### config.mk
export PLATFORM = sky130hd
export DESIGN_NAME = lcode_mon
export DESIGN_NICKNAME = d
export VERILOG_FILES = /design/src/rtl/lcode_pkg.sv /design/src/rtl/lcode_match.sv /design/src/rtl/lcode_prbs.sv /design/src/rtl/lcode_mon.sv
export SDC_FILE = /design/constraint.sdc
export NUM_CORES = 1
export LEC_CHECK = 0
export ABC_AREA = 1
export BUFFER_PORTS_ARGS = -buffer_cell sky130_fd_sc_hd__buf_2
export CELL_PAD_IN_SITES_DETAIL_PLACEMENT = 1
export CELL_PAD_IN_SITES_GLOBAL_PLACEMENT = 2
export CORE_UTILIZATION = 39
export DETAILED_ROUTE_END_ITERATION = 8
export PLACE_DENSITY_LB_ADDON = 0.2
export SYNTH_ARGS = -nofsm -noshare
export SYNTH_HDL_FRONTEND = slang
export SYNTH_HIERARCHICAL = 1
export SYNTH_SLANG_ARGS = --single-unit
### constraint.sdc
create_clock -name clk -period 4.8 [get_ports clk]
set_input_delay 0.48 -clock clk [delete_from_list [all_inputs] [get_ports clk]]
set_output_delay 0.48 -clock clk [all_outputs]
set_load 0.005 [all_outputs]
### src/rtl/lcode_pkg.sv
package lcode_pkg;
   localparam int unsigned DEF_WINDOW_BITS = 51200;
   localparam int unsigned DEF_ERR_LIMIT   = 512;
   localparam int unsigned DEF_LOCK_RUN    = 32;

   typedef enum logic {
      MODE_LOOP = 1'b0,
      MODE_PRBS = 1'b1
   } mon_mode_e;

   typedef struct packed {
      logic act;
      logic deact;
   } det_pair_t;
endpackage

### src/rtl/lcode_match.sv
// Error-tolerant detector for one repeating code: one error counter per
// possible alignment, judged at the window boundary.
module lcode_match #(
   parameter int unsigned         CODE_LEN  = 5,
   parameter logic [CODE_LEN-1:0] CODE      = 5'b00001,
   parameter int unsigned         ERR_LIMIT = 512
) (
   input  logic clk,
   input  logic clr_state,
   input  logic bit_en,
   input  logic rx_bit,
   input  logic win_last,
   output logic hit
);
   localparam int unsigned ERR_W = $clog2(ERR_LIMIT + 1);

   logic [CODE_LEN-1:0] hit_vec;

   for (genvar p = 0; p < CODE_LEN; p++) begin : g_phase
      localparam logic [CODE_LEN-1:0] ROT0 =
         CODE_LEN'((CODE << p) | (CODE >> (CODE_LEN - p)));

      logic [CODE_LEN-1:0] pat_q;
      logic [ERR_W-1:0]    err_q;
      logic [ERR_W-1:0]    err_nxt;
      logic                mis;

      assign mis     = rx_bit ^ pat_q[CODE_LEN-1];
      assign err_nxt = (err_q == ERR_W'(ERR_LIMIT)) ? err_q : err_q + ERR_W'(mis);
      assign hit_vec[p] = (err_nxt < ERR_W'(ERR_LIMIT));

      always_ff @(posedge clk) begin
         if (clr_state) begin
            pat_q <= ROT0;
            err_q <= '0;
         end else if (bit_en) begin
            pat_q <= {pat_q[CODE_LEN-2:0], pat_q[CODE_LEN-1]};
            err_q <= win_last ? '0 : err_nxt;
         end
      end
   end

   assign hit = |hit_vec;
endmodule

### src/rtl/lcode_prbs.sv
// Self-seeding pattern synchroniser with run-length lock and windowed loss.
module lcode_prbs #(
   parameter int unsigned PRBS_LEN  = 15,
   parameter int unsigned TAP_HI    = 15,
   parameter int unsigned TAP_LO    = 14,
   parameter int unsigned LOCK_RUN  = 32,
   parameter int unsigned ERR_LIMIT = 512,
   parameter bit          FLYWHEEL  = 1'b1
) (
   input  logic clk,
   input  logic clr_state,
   input  logic bit_en,
   input  logic rx_bit,
   input  logic win_last,
   output logic lock_q,
   output logic lock_nxt
);
   localparam int unsigned ERR_W = $clog2(ERR_LIMIT + 1);
   localparam int unsigned RUN_W = $clog2(LOCK_RUN + 1);

   logic [PRBS_LEN-1:0] sh_q;
   logic [RUN_W-1:0]    run_q;
   logic [ERR_W-1:0]    err_q;
   logic [ERR_W-1:0]    err_nxt;
   logic                pred;
   logic                mis;
   logic                fb_bit;

   assign pred = sh_q[TAP_HI-1] ^ sh_q[TAP_LO-1];
   assign mis  = rx_bit ^ pred;

   if (FLYWHEEL) begin : g_fly
      assign fb_bit = lock_q ? pred : rx_bit;
   end else begin : g_open
      assign fb_bit = rx_bit;
   end

   assign err_nxt = (!lock_q || err_q == ERR_W'(ERR_LIMIT)) ? err_q : err_q + ERR_W'(mis);

   always_comb begin
      lock_nxt = lock_q;
      if (bit_en) begin
         if (lock_q) begin
            if (win_last && err_nxt >= ERR_W'(ERR_LIMIT)) lock_nxt = 1'b0;
         end else if (!mis && run_q == RUN_W'(LOCK_RUN - 1)) begin
            lock_nxt = 1'b1;
         end
      end
   end

   always_ff @(posedge clk) begin
      if (clr_state) begin
         sh_q   <= '0;
         run_q  <= '0;
         err_q  <= '0;
         lock_q <= 1'b0;
      end else if (bit_en) begin
         sh_q   <= {sh_q[PRBS_LEN-2:0], fb_bit};
         run_q  <= (mis || lock_q || lock_nxt) ? '0 : run_q + 1'b1;
         err_q  <= win_last ? '0 : err_nxt;
         lock_q <= lock_nxt;
      end
   end
endmodule

### src/rtl/lcode_mon.sv
module lcode_mon
   import lcode_pkg::*;
#(
   parameter int unsigned WINDOW_BITS = DEF_WINDOW_BITS,
   parameter int unsigned ERR_LIMIT   = DEF_ERR_LIMIT,
   parameter int unsigned LOCK_RUN    = DEF_LOCK_RUN,
   parameter int unsigned ACT_LEN     = 5,
   parameter logic [ACT_LEN-1:0]   ACT_CODE   = 5'b00001,
   parameter int unsigned DEACT_LEN   = 3,
   parameter logic [DEACT_LEN-1:0] DEACT_CODE = 3'b001,
   parameter int unsigned PRBS_LEN    = 15,
   parameter int unsigned PRBS_TAP_HI = 15,
   parameter int unsigned PRBS_TAP_LO = 14,
   parameter bit          FLYWHEEL    = 1'b1
) (
   input  logic clk,
   input  logic rst,
   input  logic mode_prbs,
   input  logic rx_bit_en,
   input  logic rx_bit,
   input  logic irq_clr,
   output logic act_det,
   output logic deact_det,
   output logic stat_chg
);
   localparam int unsigned WIN_W = $clog2(WINDOW_BITS);

   if (WINDOW_BITS < 2) begin : g_bad_win
      $error("WINDOW_BITS must be at least 2");
   end
   if (ERR_LIMIT == 0 || ERR_LIMIT > WINDOW_BITS) begin : g_bad_lim
      $error("ERR_LIMIT must lie in 1..WINDOW_BITS");
   end
   if (ACT_LEN < 2 || DEACT_LEN < 2) begin : g_bad_code
      $error("code lengths must be at least 2");
   end
   if (PRBS_TAP_HI > PRBS_LEN || PRBS_TAP_LO >= PRBS_TAP_HI || PRBS_TAP_LO == 0) begin : g_bad_tap
      $error("PRBS taps out of range");
   end
   if (LOCK_RUN < 1) begin : g_bad_run
      $error("LOCK_RUN must be at least 1");
   end

   logic [WIN_W-1:0] wcnt_q;
   logic             win_last;
   logic             mode_q;
   logic             restart;
   logic             eng_clr;
   logic             act_hit, deact_hit;
   logic             act_q, deact_q;
   logic             lock_q, lock_nxt;
   logic             judge;
   det_pair_t        rep_cur, rep_nxt;

   assign win_last = (wcnt_q == WIN_W'(WINDOW_BITS - 1));
   assign restart  = (mode_prbs != mode_q);
   assign eng_clr  = rst | restart;
   assign judge    = rx_bit_en & win_last;

   always_ff @(posedge clk) begin
      if (rst) mode_q <= MODE_LOOP;
      else     mode_q <= mode_prbs;
   end

   always_ff @(posedge clk) begin
      if (eng_clr)        wcnt_q <= '0;
      else if (rx_bit_en) wcnt_q <= win_last ? '0 : wcnt_q + 1'b1;
   end

   lcode_match #(.CODE_LEN(ACT_LEN), .CODE(ACT_CODE), .ERR_LIMIT(ERR_LIMIT)) u_act (
      .clk(clk), .clr_state(eng_clr), .bit_en(rx_bit_en), .rx_bit(rx_bit),
      .win_last(win_last), .hit(act_hit));

   lcode_match #(.CODE_LEN(DEACT_LEN), .CODE(DEACT_CODE), .ERR_LIMIT(ERR_LIMIT)) u_deact (
      .clk(clk), .clr_state(eng_clr), .bit_en(rx_bit_en), .rx_bit(rx_bit),
      .win_last(win_last), .hit(deact_hit));

   lcode_prbs #(.PRBS_LEN(PRBS_LEN), .TAP_HI(PRBS_TAP_HI), .TAP_LO(PRBS_TAP_LO),
                .LOCK_RUN(LOCK_RUN), .ERR_LIMIT(ERR_LIMIT), .FLYWHEEL(FLYWHEEL)) u_prbs (
      .clk(clk), .clr_state(eng_clr), .bit_en(rx_bit_en), .rx_bit(rx_bit),
      .win_last(win_last), .lock_q(lock_q), .lock_nxt(lock_nxt));

   always_ff @(posedge clk) begin
      if (eng_clr) begin
         act_q   <= 1'b0;
         deact_q <= 1'b0;
      end else if (judge) begin
         act_q   <= act_hit;
         deact_q <= deact_hit;
      end
   end

   always_comb begin
      if (mode_prbs == MODE_PRBS) begin
         rep_cur = '{act: lock_q,   deact: 1'b0};
         rep_nxt = '{act: lock_nxt, deact: 1'b0};
      end else begin
         rep_cur = '{act: act_q, deact: deact_q};
         rep_nxt = judge ? '{act: act_hit, deact: deact_hit} : rep_cur;
      end
   end

   always_ff @(posedge clk) begin
      if (rst) stat_chg <= 1'b0;
      else     stat_chg <= (!restart && rep_nxt != rep_cur) | (stat_chg & ~irq_clr);
   end

   assign act_det   = rep_cur.act;
   assign deact_det = rep_cur.deact;
endmodule

==> reports/metrics.cfg, run 1 <==
[status]
status=complete, no violations

[worst_setup_path]
required_ns=5.16
cp-start-kind=flop
crit_fanout=26
crit_type=flop to flop
worstPathArrival_ns=3.48
critPathCaptureType=flop
reg2reg_depth=12

[worst_hold_path]
hold_depth=2
hold_path.class=primary input to flop

[synth]
synth_edf_count=0
async_reset_ff_share_pct=0
postSynthCellCount=1430
syn_area_mm2=0.00957
synth_cell_types=51
syn_area_per_cell_um2=6.69
yosysWarnings=6
ys_seq_area_share_pct=34.7
synthesis.nets=1463
ys_ff_latch=166
yosys_most_used_dff=dfxtp_1

[global_route]
grt_start_max_net_pins=53
grt_util_all_layers_pct=21.0
grt_pass1_wl_um=42500
grt_remaining_overflow=0
grt_pass1_vias=8845
antenna_found_initial=0

[place]
gp_congestion=0.781
dp_hpwl_um=17500
postPlaceCellArea_mm2=0.00977
port_buffers=8

[cells_and_area]
synthToLayoutAreaGrowth_pct=7.87
nets=1445
utilization_pct=43.5
multi_input_area_mm2=0.00547
drive_above_1_share_pct=9.12
fill_cells=3072
regArea_mm2=0.00332
design_area_mm2=0.0103
diodes=0

[floorplanning]
die_h_um=159
core_mm2=0.0238
die-area_mm2=0.0252
initial_core_util_pct=40.3
die_w_um=159
fp-row-count=56
io_pins=9

[clock_tree]
cts_post_setup_buffers_inserted=0
cts_buffers=17
ctsRootBufferMaster=clkbuf_16
clkTransAtPathRegs_ns=0.07
cts.sinks=166
cts_buffer_depth=2
clk_latency_ns=0.44
cts_hold_buf=0
htreeDepth=4
cts_tree=done
post_cts_resized=0

[routing]
drc=0
dr.pass1.iters=4
ant_nets=0
wirelength_um=24800
drt_iter0_markers=418
vias=8837
via_per_inst=5.07
wire_per_inst_um=14.2

[power_and_ir_drop]
power_frac_seq_pct=48.6
power_mw=2.93
p_switching_uw=795
pwr-share-comb_pct=6.8
power_density_mw_per_mm2=284
ir_drop_mv=0.179
power_frac_clock_pct=44.6
internal_power_mw=2.14
switching_share_pct=27.1
p_leak_nw=4.14

[timing]
max_clock_freq_mhz=320
hold_violations=0
finalClockSkew_ns=0.0119
setup_tns_ns=0
tightest_slew_ns=1.08
rsz0062_at_grt=no
slew_headroom_pct=27.9
layout_min_cycle_time_ns=3.13
slew_violations=0
period_share_pct=65.2
setup_viol=0

[job]
drv_cap=0

worst max-delay path: stages, from the launching register on:
cell	delay, ns
dfxtp_1	0.41
ha_1	0.27
nand2_1	0.08
inv_1	0.08
nand2_1	0.05
nor2_1	0.10
nand2_1	0.13
inv_1	0.46
buf_12	0.25
nand2_1	0.62
nand2_1	0.39
nand2_1	0.08
a21oi_1	0.13
layout make-up:
type | count | share of cell area [%]
Clock buffer | 18 | 4.16
Clock inverter | 14 | 1.16
Inverter | 131 | 4.76
Multi-Input combinational cell | 1083 | 53.0
Sequential cell | 166 | 32.2
Tap cell | 319 | 3.87
Timing Repair Buffer | 13 | 0.897
through the flow:
step           hold WS [ns]  setup slack (ns)  instances
4_1_cts               0.193              1.63       1744
3_5_place_dp          0.445              1.66       1712
5_1_grt               0.218              1.34       1744
2_1_floorplan         0.430              2.58       1430
3_3_place_gp          0.439              1.78       1712
6_report              0.222              1.67       1744
kinds of logic (layout without fill, tap and decap cells):
group	count (synthesis)	in the layout	share of synthesized area [%]
AOI/OAI and AO/OA	176	176	10.3
xor gates and xnor gates	31	31	2.84
adders and majority gates	27	27	3.53
buffers and inverters	181	176	8.15
DFF	166	166	34.7
muxes	1	1	0.105
and+or+nand+nor	848	848	40.3
cells in the final DEF (no fill, tap or decap), drive strengths merged, types with 7 or more instances in the layout:
master,n
nand2,337
nor2,292
dfxtp,166
nand3,153
inv,134
a21oi,96
o21ai,64
nand4,41
ha,27
xor2,24
clkbuf,18
buf,13
nor3,9
clkinv,9
xnor2,7
o21bai,7
sequential cells by signal (all words and copies together), names as in the netlist:
register               cells
u_act/g_phase.pat_q       25
act_q                      1
u_act/g_phase.err_q       50
stat_chg                   1
u_prbs/lock_q              1
deact_q                    1
mode_q                     1
u_prbs/run_q               6
u_prbs/sh_q               15
u_deact/g_phase.err_q     30
u_deact/g_phase.pat_q      9
wcnt_q                    16
u_prbs/err_q              10
synthesized netlist by cell type, types with 3 or more instances:
cell type	instances	share of area, %
buf_6	5	0.59
o21ai_0	61	3.2
ha_1	27	3.5
xnor2_1	7	0.64
inv_1	122	4.8
nand4_1	39	2.5
dfxtp_1	166	35
o21bai_1	4	0.31
nand2_2	18	1.2
xor2_1	24	2.2
buf_2	17	0.89
nand2_1	311	12
and2_1	3	0.20
nand3_2	6	0.63
nand2_4	8	0.94
a21oi_1	95	5.0
inv_2	7	0.27
nand3_1	146	7.6
nor3_1	9	0.47
buf_4	8	0.63
o21bai_4	3	0.59
nor2_4	8	0.94
clkbuf_1	16	0.63
nor2_1	263	10
nor2_2	20	1.3
nand3b_1	3	0.24
a211oi_1	4	0.31
path summary, 6_finish.rpt:
check                                                start                                  endpoint  slack, ns
hold / removal                                         rst                         mode_q$_SDFF_PP0_       0.22
setup reg to reg                    wcnt_q[0]$_SDFFE_PP0P_  u_deact/g_phase[1].err_q[3]$_SDFFE_PP0P_       1.67
hold reg to reg   u_deact/g_phase[1].pat_q[1]$_SDFFE_PP1P_  u_deact/g_phase[1].pat_q[1]$_SDFFE_PP1P_       0.46
setup / recovery                    wcnt_q[0]$_SDFFE_PP0P_  u_deact/g_phase[1].err_q[3]$_SDFFE_PP0P_       1.67
per-layer routing:
layer	vias to the layer above	part of all wire, %	global-route usage, %
met5	-	0	0
met4	0	0.98	5.27
met3	17	1.7	2.69
met2	55	47	36.3
met1	4191	50	27.4
li1	4574	-	-
power groups by stage:
stage | combinational (mW) | clock [mW] | sequential [mW]
global route | 0.228 | 1.40 | 1.43
detailed placement | 0.202 | 0 | 1.46
floorplan | 0.152 | 0 | 1.45
global placement | 0.200 | 0 | 1.46
finish | 0.199 | 1.31 | 1.42
CTS | 0.204 | 1.36 | 1.42
(Power assumes the default switching activity.)
==> run 2: changes to the inputs <==
- ABC_AREA: 1 -> 0
- CORE_UTILIZATION: 39 -> 40
- clock period: 4.8 -> 2.95 ns (I/O delays scaled with it)
==> run 2 against run 1 <==
  * Clock skew about the same
  * Area after synthesis down 16%
  * Combinational power up 31%
  * Sequential power up 61%
  * Maximum frequency up 26%
  * Total power up 66%
  * Largest cell class unchanged
  * Cell area down 14%
  * Flip-flop and latch count unchanged
  * Die area down 18%
==> reports/metrics.cfg, run 2 <==
[timing]
max_clock_freq_mhz=403  ; was 320 MHz
layout_min_cycle_time_ns=2.48  ; was 3.13 ns
finalClockSkew_ns=0.0118  ; was 0.0119 ns
hold_violations=0  ; unchanged
setup_viol=0  ; unchanged
hold_ws_ns=0.0544  ; was 0.222 ns
slew_headroom_pct=43.7  ; was 27.9%
tightest_slew_ns=0.840  ; was 1.08 ns
slew_violations=0  ; unchanged
rsz0062_at_grt=no  ; unchanged
setup_tns_ns=0  ; unchanged
period_share_pct=84.2  ; was 65.2%

[clock_tree]
cts_post_setup_buffers_inserted=0  ; unchanged
cts_buffers=17  ; unchanged
ctsRootBufferMaster=clkbuf_16  ; unchanged
cts_tree=done  ; unchanged
cts.sinks=166  ; unchanged
htreeDepth=4  ; unchanged
cts_hold_buf=0  ; unchanged
clk_latency_ns=0.43  ; was 0.44 ns
post_cts_resized=0  ; unchanged
clkTransAtPathRegs_ns=0.07  ; about the same
cts_buffer_depth=2  ; unchanged

[synth]
synth_edf_count=0  ; unchanged
syn_area_per_cell_um2=8.90  ; was 6.69 um2
yosysMostFrequentCell=dfxtp_1  ; was nand2_1
synth_commonest_cells=166 x dfxtp_1, 142 x nor2_1, 57 x nand2_1, 46 x a21oi_1, 46 x mux2i_1  ; was 311 x nand2_1, 263 x nor2_1, 166 x dfxtp_1, 146 x nand3_1, 122 x inv_1
synth_cell_types=72  ; was 51
ys_seq_area_share_pct=41.6  ; was 34.7%
synthMuxAreaShare_pct=5.90  ; was 0.105%
async_reset_ff_share_pct=0  ; unchanged
postSynthCellCount=898  ; was 1430
synthAdderAreaFrac_pct=4.23  ; was 3.53%
ys_ff_latch=166  ; unchanged
yosys.area.top_type_share_pct=41.6  ; was 34.7%
yosys_most_used_dff=dfxtp_1  ; unchanged
synth_area_leaders=dfxtp_1 42%, nor2_1 6.7%, mux2i_1 5.8%  ; was dfxtp_1 35%, nand2_1 12%, nor2_1 10%
synth_xor_area_share_pct=6.98  ; was 2.84%
synthesis.nets=931  ; was 1463
yosysWarnings=6  ; unchanged
synth_compound_area_share_pct=12.1  ; was 10.3%
synth_top_family_by_area=simple AND/OR/NAND/NOR gates  ; unchanged
syn_area_mm2=0.00799  ; was 0.00957 mm2
synth_simple_gate_area_share_pct=25.7  ; was 40.3%
yosys.area.top_type=dfxtp_1  ; unchanged

[cells_and_area]
reg_top3=u_act/g_phase.err_q x50, u_deact/g_phase.err_q x30, u_act/g_phase.pat_q x25  ; unchanged
drive_above_1_share_pct=8.56  ; was 9.12%
diodes=0  ; unchanged
top_register=u_act/g_phase.err_q  ; unchanged
layout_commonest_cell=dfxtp_1  ; was nand2_1
multi_input_area_mm2=0.00439  ; was 0.00547 mm2
design_area_mm2=0.00892  ; was 0.0103 mm2
synthToLayoutAreaGrowth_pct=11.6  ; was 7.87%
largest_register_ffs=50  ; unchanged
fill_cells=2291  ; was 3072
final_cells=1176  ; was 1744
nets=931  ; was 1445
final_cell_mix=166 x dfxtp_1, 141 x nor2_1, 57 x nand2_1, 46 x a21oi_1, 46 x mux2i_1  ; was 311 x nand2_1, 263 x nor2_1, 166 x dfxtp_1, 146 x nand3_1, 122 x inv_1
regArea_mm2=0.00332  ; unchanged

[routing]
dr.max_layer_used=met4  ; unchanged
wire_per_inst_um=16.5  ; was 14.2 um
vias=6577  ; was 8837
wirelength_um=19400  ; was 24800 um
met2WireLength_um=9540  ; was 11800 um
ant_nets=0  ; unchanged
wl_met3_um=546  ; was 416 um
dr.pass1.iters=5  ; was 4
drt_iter0_markers=246  ; was 418
via_per_inst=5.59  ; was 5.07
m1WireLength_um=8950  ; was 12400 um
drc=0  ; unchanged

[floorplanning]
die_w_um=143  ; was 159 um
initial_core_util_pct=40.9  ; was 40.3%
die_h_um=143  ; was 159 um
fp-row-count=51  ; was 56
io_pins=9  ; unchanged
die-area_mm2=0.0205  ; was 0.0252 mm2
core_mm2=0.0195  ; was 0.0238 mm2

[worst_hold_path]
hold_depth=2  ; unchanged
min_to=mode_q$_SDFF_PP0_  ; unchanged
hold_path.class=primary input to flop  ; unchanged
holdCritStartpoint=rst  ; unchanged

[global_route]
grt_start_max_net_pins=53  ; unchanged
grt_pass1_wl_um=33100  ; was 42500 um
antenna_found_initial=0  ; unchanged
grt_remaining_overflow=0  ; unchanged
grt_pass1_vias=6756  ; was 8845
grt_util_all_layers_pct=20.3  ; was 21.0%

[power_and_ir_drop]
p_leak_nw=3.17  ; was 4.14 nW
power_mw=4.88  ; was 2.93 mW
ir_drop_mv=0.379  ; was 0.179 mV
power_density_mw_per_mm2=547  ; was 284 mW/mm2

[place]
gp_congestion=0.806  ; was 0.781
postPlaceCellArea_mm2=0.00830  ; was 0.00977 mm2
port_buffers=8  ; unchanged
dp_hpwl_um=13200  ; was 17500 um
dp.cells=1144  ; was 1712

[worst_setup_path]
r2r-end=stat_chg$_SDFF_PP0_  ; was u_deact/g_phase[1].err_q[3]$_SDFFE_PP0P_
crit_type=flop to flop  ; unchanged
rr_startpoint=u_act/g_phase[0].pat_q[4]$_SDFFE_PP0P_  ; was wcnt_q[0]$_SDFFE_PP0P_
cp-start-kind=flop  ; unchanged
cpPeakStageDelay_ns=0.37  ; was 0.62 ns
cpMaxStageDelayCell=dfxtp_1  ; was nand2_1
r2r_slack_ns=0.47  ; was 1.67 ns
crit_path_cell_trace=xor2_1 -> ha_1 -> nand3_1 -> nor3_1 -> xor2_1 -> and3_1 -> nand3_1 -> xnor2_1 -> a21oi_1 -> a31o_2  ; was ha_1 -> nand2_1 -> inv_1 -> nand2_1 -> nor2_1 -> nand2_1 -> inv_1 -> buf_12 -> nand2_1 -> nand2_1 -> nand2_1 -> a21oi_1
critPathCaptureType=flop  ; unchanged
reg2reg_depth=10  ; was 12
worstPathArrival_ns=2.81  ; was 3.48 ns
required_ns=3.28  ; was 5.16 ns
crit_fanout=3  ; was 26

[job]
drv_cap=0  ; unchanged

[status]
status=complete, no violations  ; unchanged

==> run 2: cell types whose count changed after synthesis, moves of 25 or more <==
cell     before  now
a22oi_1       0   25
mux2i_1       1   46
inv_1       122   14
nand2_1     311   57
o21ai_0      61   28
a21oi_1      95   46
nand3_1     146   29
nor2_1      263  142
==> run 2: area by class of cell <==
type | count | area share (%)
Inverter | 17 | 0.898
Multi-Input combinational cell | 676 | 49.3
Clock buffer | 22 | 5.32
Tap cell | 265 | 3.72
Clock inverter | 10 | 1.61
Timing Repair Buffer | 20 | 1.91
Sequential cell | 166 | 37.3
==> run 2: through the flow <==
| step | setup WS [ns] | util (%) |
|---|---|---|
| after floorplan | 0.681 | - |
| after global placement | 0.363 | 42.5 |
| after detailed placement | 0.329 | 42.5 |
| after CTS | 0.434 | 45.7 |
| after global routing | 0.231 | 45.7 |
| final | 0.467 | 45.7 |
==> run 2: logic make-up after synthesis <==
group	Yosys count
mux	47
xor+xnor	62
fa+ha+maj	27
simple gates	386
buf+inv	56
compound gates	154
flops	166
==> run 2: metal layers <==
metal	GRT usage (%)	vias to the layer above
met5	0	-
met3	4.03	24
met1	24.6	3236
met2	35.4	87
met4	7.78	0
li1	-	3230
==> run 2: critical path: cells and delay by family, from the launching register on <==
kind / cells / cell delay (ns)
AND/OR/NAND/NOR: 4 / 0.78
adder cells (fa/ha/maj): 1 / 0.23
AO/OA/AOI/OAI: 2 / 0.32
flip-flops: 1 / 0.37
XOR/XNOR: 3 / 0.67
==> run 2: where the power goes <==
| part | switching [mW] | leakage [nW] | internal, mW |
|---|---|---|---|
| sequential | 0.0219 | 1.34 | 2.27 |
| combinational | 0.175 | 1.53 | 0.0869 |
| clock | 0.921 | 0.293 | 1.40 |
==> run 2: worst max-delay path by stage <==
stage                                                       from             endpoint
after CTS                 u_act/g_phase[0].pat_q[4]$_SDFFE_PP0P_  stat_chg$_SDFF_PP0_
after floorplan                                           rx_bit  stat_chg$_SDFF_PP0_
after global placement                                    rx_bit  stat_chg$_SDFF_PP0_
after detailed placement                                  rx_bit  stat_chg$_SDFF_PP0_
after global routing      u_act/g_phase[1].pat_q[4]$_SDFFE_PP0P_  stat_chg$_SDFF_PP0_
final                     u_act/g_phase[0].pat_q[4]$_SDFFE_PP0P_  stat_chg$_SDFF_PP0_
